$ cat config.mk
export PLATFORM = sky130hd
export DESIGN_NAME = fifo9_rt
export DESIGN_NICKNAME = d
export VERILOG_FILES = /design/src/rtl/fifo9_pkg.sv /design/src/rtl/fifo9_ctrl.sv /design/src/rtl/fifo9_store.sv /design/src/rtl/fifo9_rt.sv
export SDC_FILE = /design/constraint.sdc
export NUM_CORES = 2
export LEC_CHECK = 0
export BUFFER_PORTS_ARGS = -buffer_cell sky130_fd_sc_hd__buf_2
export CORE_AREA = 10 10 489 491
export CTS_CLUSTER_SIZE = 12
export DETAILED_ROUTE_END_ITERATION = 10
export DIE_AREA = 0 0 499 501
export PLACE_DENSITY = 0.52
export REMOVE_ABC_BUFFERS = 1
export SLEW_MARGIN = 0
export SYNTH_ARGS = -nofsm -noshare
export SYNTH_HDL_FRONTEND = slang
export SYNTH_SLANG_ARGS = --single-unit
$ cat constraint.sdc
create_clock -name clk -period 3.8 [get_ports clk]
set_input_delay 0.57 -clock clk [delete_from_list [all_inputs] [get_ports clk]]
set_output_delay 0.57 -clock clk [all_outputs]
set_load 0.1 [all_outputs]
$ cat src/rtl/fifo9_pkg.sv
package fifo9_pkg;

  // Strobes the control unit hands to the storage datapath each cycle.
  typedef struct packed {
    logic wrDo;   // store wrData at the write pointer
    logic rdDo;   // fetch the word at the read pointer
  } fifoStrobes_t;

endpackage

$ cat src/rtl/fifo9_ctrl.sv
module fifo9_ctrl
  import fifo9_pkg::*;
#(
  parameter int DEPTH = 256,
  localparam int AW = $clog2(DEPTH)
) (
  input  logic          clk,
  input  logic          rstN,
  input  logic          wrEn,
  input  logic          rdEn,
  input  logic          rewind,
  output fifoStrobes_t  strobes,
  output logic [AW-1:0] wrPtr,
  output logic [AW-1:0] rdPtr,
  output logic          empty,
  output logic          full,
  output logic          halfFull
);

  localparam int CW = AW + 1;
  localparam logic [CW-1:0] CNT_FULL = CW'(DEPTH);
  localparam logic [CW-1:0] CNT_HALF = CW'(DEPTH / 2);
  localparam logic [AW-1:0] PTR_LAST = AW'(DEPTH - 1);

  logic [CW-1:0] count;
  logic [CW-1:0] countNext;
  logic [AW-1:0] wrPtrNext;
  logic [AW-1:0] rdPtrNext;
  logic          rewindTake;

  // Ring pointer advance; a power-of-two depth wraps for free.
  function automatic logic [AW-1:0] ptrInc(input logic [AW-1:0] p);
    if ((DEPTH & (DEPTH - 1)) == 0) return p + 1'b1;
    else                            return (p == PTR_LAST) ? '0 : p + 1'b1;
  endfunction

  always_comb begin
    strobes.wrDo = wrEn && !full;
    strobes.rdDo = rdEn && !empty;
    rewindTake   = rewind && !wrEn && !rdEn;
  end

  always_comb begin
    wrPtrNext = strobes.wrDo ? ptrInc(wrPtr) : wrPtr;
    rdPtrNext = strobes.rdDo ? ptrInc(rdPtr) : rdPtr;
    countNext = count;
    if (rewindTake) begin
      rdPtrNext = '0;
      countNext = {1'b0, wrPtr};
    end else begin
      case ({strobes.wrDo, strobes.rdDo})
        2'b10:   countNext = count + 1'b1;
        2'b01:   countNext = count - 1'b1;
        default: countNext = count;
      endcase
    end
  end

  always_ff @(posedge clk) begin
    if (!rstN) begin
      wrPtr    <= '0;
      rdPtr    <= '0;
      count    <= '0;
      empty    <= 1'b1;
      full     <= 1'b0;
      halfFull <= 1'b0;
    end else begin
      wrPtr    <= wrPtrNext;
      rdPtr    <= rdPtrNext;
      count    <= countNext;
      empty    <= (countNext == '0);
      full     <= (countNext == CNT_FULL);
      halfFull <= (countNext > CNT_HALF);
    end
  end

endmodule

$ cat src/rtl/fifo9_store.sv
module fifo9_store
  import fifo9_pkg::*;
#(
  parameter int DEPTH = 256,
  parameter int WIDTH = 9,
  localparam int AW = $clog2(DEPTH)
) (
  input  logic             clk,
  input  logic             rstN,
  input  fifoStrobes_t     strobes,
  input  logic [AW-1:0]    wrPtr,
  input  logic [AW-1:0]    rdPtr,
  input  logic [WIDTH-1:0] wrData,
  output logic [WIDTH-1:0] rdData,
  output logic             rdValid
);

  logic [WIDTH-1:0] mem [DEPTH];

  always_ff @(posedge clk) begin
    if (strobes.wrDo) mem[wrPtr] <= wrData;
  end

  always_ff @(posedge clk) begin
    if (!rstN) begin
      rdData  <= '0;
      rdValid <= 1'b0;
    end else if (strobes.rdDo) begin
      rdData  <= mem[rdPtr];
      rdValid <= 1'b1;
    end else begin
      rdData  <= '0;
      rdValid <= 1'b0;
    end
  end

endmodule

$ cat src/rtl/fifo9_rt.sv
module fifo9_rt
  import fifo9_pkg::*;
#(
  parameter int DEPTH = 256,
  parameter int WIDTH = 9
) (
  input  logic             clk,
  input  logic             rstN,
  input  logic             wrEn,
  input  logic [WIDTH-1:0] wrData,
  input  logic             rdEn,
  input  logic             rewind,
  output logic [WIDTH-1:0] rdData,
  output logic             rdValid,
  output logic             empty,
  output logic             full,
  output logic             halfFull
);

  localparam int AW = $clog2(DEPTH);

  fifoStrobes_t  strobes;
  logic [AW-1:0] wrPtr;
  logic [AW-1:0] rdPtr;

  fifo9_ctrl #(.DEPTH(DEPTH)) u_ctrl (
    .clk(clk), .rstN(rstN), .wrEn(wrEn), .rdEn(rdEn), .rewind(rewind),
    .strobes(strobes), .wrPtr(wrPtr), .rdPtr(rdPtr),
    .empty(empty), .full(full), .halfFull(halfFull)
  );

  fifo9_store #(.DEPTH(DEPTH), .WIDTH(WIDTH)) u_store (
    .clk(clk), .rstN(rstN), .strobes(strobes), .wrPtr(wrPtr), .rdPtr(rdPtr),
    .wrData(wrData), .rdData(rdData), .rdValid(rdValid)
  );

endmodule

# Yosys cells after proc, flatten, opt, wreduce, memory -nomap -nowiden
# Memory sizes are Yosys's and may differ from the RTL's. A register that Yosys moved wholly into a read port is not among the register bits.
# Index checks and enable logic that the tools add are counted.
dict set report totals {
  regBits 29
  latch_bits 0
  mem_bits_rw 2304
  mem_bits_ro 0
  input_bits 14
  output_inout_bits 13
  memories 1
}
dict set report classes {
  n_addsub 4
  mul 0
  div 0
  order_cmp 1
  eq_ne 3
  n_shift 0
  muxes 5
  bitwise_logic 1
  reduce_logical 12
}
# memory words word_bits read_ports rd_ports_with_merged_regs wr line
set memory_table {}
lappend memory_table {u_store.mem 256 9 1 1 1 fifo9_store.sv:18} ;# logic [WIDTH-1:0] mem [DEPTH];
# operator n
set op_table {}
lappend op_table {{one-hot mux 9 bit (2 select lines)} 1}
lappend op_table {{adder 8 x 1 -> 8 bit (second input constant)} 2}
lappend op_table {{adder 9 x 1 -> 9 bit (second input constant)} 1}
lappend op_table {{equality test 9 bit (second input constant)} 1}
lappend op_table {{> comparator 9 x 8 -> 1 bit (second input constant)} 1}
lappend op_table {{zero test 9 bit} 1}
lappend op_table {{two-way mux 9 bit} 1}
lappend op_table {{subtractor 9 x 1 -> 9 bit (second input constant)} 1}
lappend op_table {{zero test 1 bit} 5}
lappend op_table {{logical AND 1 bit} 4}
lappend op_table {{two-way mux 1 bit} 3}
lappend op_table {{equality test 2 x 1 -> 1 bit (second input constant)} 1}
lappend op_table {{equality test 2 bit (second input constant)} 1}
lappend op_table {{AND reduction 2 bit} 1}
lappend op_table {{OR reduction 2 bit} 1}
lappend op_table {{inverter 1 bit} 1}

# Depth between registers and ports, before layout
dict set report logic_depth {
  ltp_word 6
  depth_mapped 13
  ltp_nobuf 13
}

# Modules after synthesis
# A second synthesis with hierarchy kept.
dict set report unflattened {
  hier_cells 4672
  hier_area_um2 93538.5
}
# mod instances cells_each area_each_um2 seq_area_each_um2
set modules_own_cells {}
lappend modules_own_cells {fifo9_store 1 4428 91550.3 69386.5}
lappend modules_own_cells {fifo9_ctrl 1 244 1988.2 560.5}

# Worst setup path after synthesis
# No wires, ideal clock.
dict set report synth_path {
  kind {register -> register}
  startpoint {reg u_ctrl.full}
  endpoint {reg u_ctrl.empty}
  setup_time_ns 0.086
  arrival_ns 3.422
  required_time_ns 3.714
  slack_ns 0.292
  path_stages_with_launch 13
  n_path_buf 2
  period_less_slack_ns 3.508
  cell_sequence {dfxtp_1 nor2b_1 inv_1 clkbuf_1 ha_1 clkbuf_1 nand2_1 o311ai_0 a211oi_1 a22o_1 nor4_1 nand4_1 a211oi_1}
}
dict set report synth_via {
  elab_chain_cells 6
  word_cells_on_any_way 7
  classes_between {eq/ne (2); mux (2); reduce/logical (3)}
}
# element line
set synth_lines {}
lappend synth_lines {{start: declaration} fifo9_ctrl.sv:16} ;# output logic full,
lappend synth_lines {{start signal: assignment} fifo9_ctrl.sv:72} ;# full <= (countNext == CNT_FULL);
lappend synth_lines {{zero test 1 bit (*)} fifo9_ctrl.sv:38} ;# strobes.wrDo = wrEn && !full;
lappend synth_lines {{logical AND 1 bit (*)} fifo9_ctrl.sv:38}
lappend synth_lines {{equality test 2 x 1 -> 1 bit or equality test 2 bit (tied branches)} fifo9_ctrl.sv:51} ;# case ({strobes.wrDo, strobes.rdDo})
lappend synth_lines {{one-hot mux 9 bit (2 select lines) (*)} fifo9_ctrl.sv:51}
lappend synth_lines {{two-way mux 9 bit (*)} fifo9_ctrl.sv:47} ;# if (rewindTake) begin
lappend synth_lines {{zero test 9 bit (*)} fifo9_ctrl.sv:71} ;# empty <= (countNext == '0);
lappend synth_lines {{end signal: assignment} fifo9_ctrl.sv:71}
lappend synth_lines {{end: declaration} fifo9_ctrl.sv:15} ;# output logic empty,
# Mark *: on every way between the ends. The rest lies on a longest branch, timed or not.
# A chain may end at the register's enable or synchronous reset.

==> impl_metrics.yaml <==
power:
  power_frac_seq_pct: 51.8
  switching_power_mw: 12.3
  power_density_nw_per_um2: 524
  p_int_mw: 42.7
  pwr-share-comb_pct: 8.5
  p_sw_share_pct: 22.3
  power_mw: 55.0
  vdd_ir_drop_max_v: 0.000377
  power_frac_clock_pct: 39.7
  power.leakage_nw: 32.0
synthesis:
  async_flop_share_pct: 0
  synth_top_area_share_pct: 76.0
  ys.flop_type: "edfxtp_1"
  ys_warn_count: 0
  synthesis.area_um2: 91100
  synth_seq_area_share_pct: 76.8
  synthCells: 4056
  yosysMostFrequentCell: "edfxtp_1"
  synth_seq_cells: 2342
  synth.distinct_cells: 68
  synth_top_area_cell: "edfxtp_1"
  yosys-top-cells-count: "edfxtp_1 (2,304), mux4_2 (679), nor2_1 (296), clkbuf_1 (109), nand2_1 (65)"
  synth_area_leaders: "edfxtp_1 (76%), mux4_2 (17%), nor2_1 (1.2%), dfxtp_1 (0.84%), mux2i_1 (0.53%)"
  avgSynthCellArea_um2: 22.4
  synth-edff-count: 2304
floorplanning:
  ioPinCount: 27
  die_h_um: 501
  die_area_um2: 250000
  coreArea_um2: 229000
  row_count: 176
  initial_core_util_pct: 39.7
  die_x_um: 499
cts:
  cts.sinks: 2342
  post_cts_buffers: 0
  clk_pin_slew_ns: 0.06
  cts_tree: "yes"
  cts_made_buffers: 239
  htree_levels: 4
  hold_buffers: 0
  cts-root-buf: "clkbuf_16"
  clkLatencyLatePin_ns: 0.89
  cts.repair.resized: 0
  cts_buffer_depth: 3
critical_path:
  critical_path_class: "register to register"
  worstPathRequired_ns: 4.57
  crit_chain: "buf_12, buf_12, mux4_2, mux4_2, nor2_1, a2111oi_0, buf_4, o31ai_1, a31oi_1, or3_1"
  rrSetupSlack_ns: 0.26
  crit_fanout: 33
  crit_slowest_cell: "o31ai_1"
  end_kind: "register"
  start_kind: "register"
  worstPathArrival_ns: 4.31
  critPathMaxStageDelay_ns: 0.60
grt:
  grt.overflow.total: 0
  antenna_found_initial: 14
  grt_pass1_vias: 44400
  grt_use_total_pct: 19.2
  grt_max_degree: 128
  grt_pass1_wl_um: 347000
detailed_routing:
  final_antenna_net_count: 0
  drcViolationCount: 0
  first_iter_violations: 4796
  drt_wl_total_um: 244000
  vias_per_cell: 5.66
  vias: 43800
  firstDrtPassIters: 6
  wl_per_cell_um: 31.5
timing:
  tns_ns: 0
  hold_violations: 0
  relSlewSlack_pct: 12.6
  rsz0062_at_grt: "false"
  finalSetupViolCount: 0
  clock.fmax_mhz: 283
  min_period_ns: 3.54
  timing.hold.ws_ns: 0.124
  setup_slack_ns: 0.263
  fin_crit_sh_pct: 93.1
  finalClockSkew_ns: 0.0639
  worstMarginPinSlew_ns: 1.31
  finalMaxSlewViolations: 0
cells_and_area:
  area_growth_pct: 15.4
  design_area_um2: 105000
  multi_input_area_um2: 19800
  regArea_um2: 70000
  final_util_pct: 45.8
  drive_above_1_share_pct: 31.7
  num-fill-cells: 19000
  num-nets-final: 4555
  final_cell_count_no_fill: 7737
place:
  placed_cell_area_um2: 97900
  place.gp.congestion: 0.808
  pre_cts_ws_ns: 0.241
  io_buffers: 26
  placed_cells_incl_taps: 7318
  dp_hpwl_um: 153000
run:
  max_cap_violations: 0
outcome:
  outcome: "completed"
hold_path:
  min_path_type: "input port to register"
[final timing paths]
check,startpoint,to,cells after the start
hold reg to reg,u_ctrl.wrPtr[0]$_SDFFE_PN0P_,u_ctrl.count[0]$_SDFF_PN0_,2
setup reg to reg,u_ctrl.rdPtr[0]$_SDFFE_PP0P_,u_store.rdData[6]$_SDFF_PN0_,10
hold / removal,wrData[7],u_store.mem[34][7]$_DFFE_PP_,1
setup / recovery,u_ctrl.rdPtr[0]$_SDFFE_PP0P_,u_store.rdData[6]$_SDFF_PN0_,10
[cells by family after synthesis]
group           count (synthesis)  share of synthesized area, %
simple gates                  486                          2.29
xor+xnor                       17                         0.164
buf+inv                       255                          1.50
flops                        2342                          76.8
compound gates                211                          1.61
fa+ha+maj                       8                         0.110
mux                           737                          17.5
[routing by layer]
layer	global-route usage [%]	vias to the layer above	routed length, um
met3	3.27	309	15400
li1	-	18100	-
met2	31.0	1472	118000
met4	5.05	6	6050
met5	0	-	46
met1	27.3	23900	104000
[power groups by stage]
| stage | Combinational [mW] | Sequential [mW] | Clock, mW |
|---|---|---|---|
| after CTS | 4.79 | 28.5 | 22.3 |
| after detailed placement | 4.78 | 29.0 | 0 |
| after global placement | 4.75 | 29.0 | 0 |
| after global routing | 4.97 | 28.5 | 23.3 |
| after floorplan | 3.00 | 29.4 | 0 |
| final | 4.68 | 28.5 | 21.8 |
[worst max-delay path, delay by kind of cell (launching register included)]
kind,cells,cell delay (ns)
multiplexers,2,1.00
AO/OA/AOI/OAI,3,0.86
buffers and inverters,3,0.67
AND/OR/NAND/NOR,2,0.47
flip-flops,1,0.39
[flip-flops by register name (all words and copies together) (netlist names), 8 cells and up]
register        count
u_ctrl.count        9
u_ctrl.wrPtr        8
u_ctrl.rdPtr        8
u_store.rdData      9
u_store.mem      2304
[area by class of cell]
class | instances | area share [%]
diodes | 1 | 0.00238
clock buffers | 319 | 6.05
clock inverters | 99 | 0.781
inverters | 11 | 0.0393
multi-input cells | 1459 | 18.9
flip-flops and latches | 2342 | 66.6
well taps | 3026 | 3.60
repair buffers | 480 | 4.05
[placed cells by master, fill, tap and decap left out, drive strengths merged, types with 38 or more instances in the layout]
| cell type | instances |
|---|---|
| edfxtp | 2304 |
| mux4 | 683 |
| buf | 480 |
| clkbuf | 319 |
| nor2 | 296 |
| clkinv | 81 |
| nand2 | 66 |
| mux2i | 48 |
| a21oi | 47 |
| dfxtp | 38 |
Note: power is estimated with default switching activity, not from simulation.
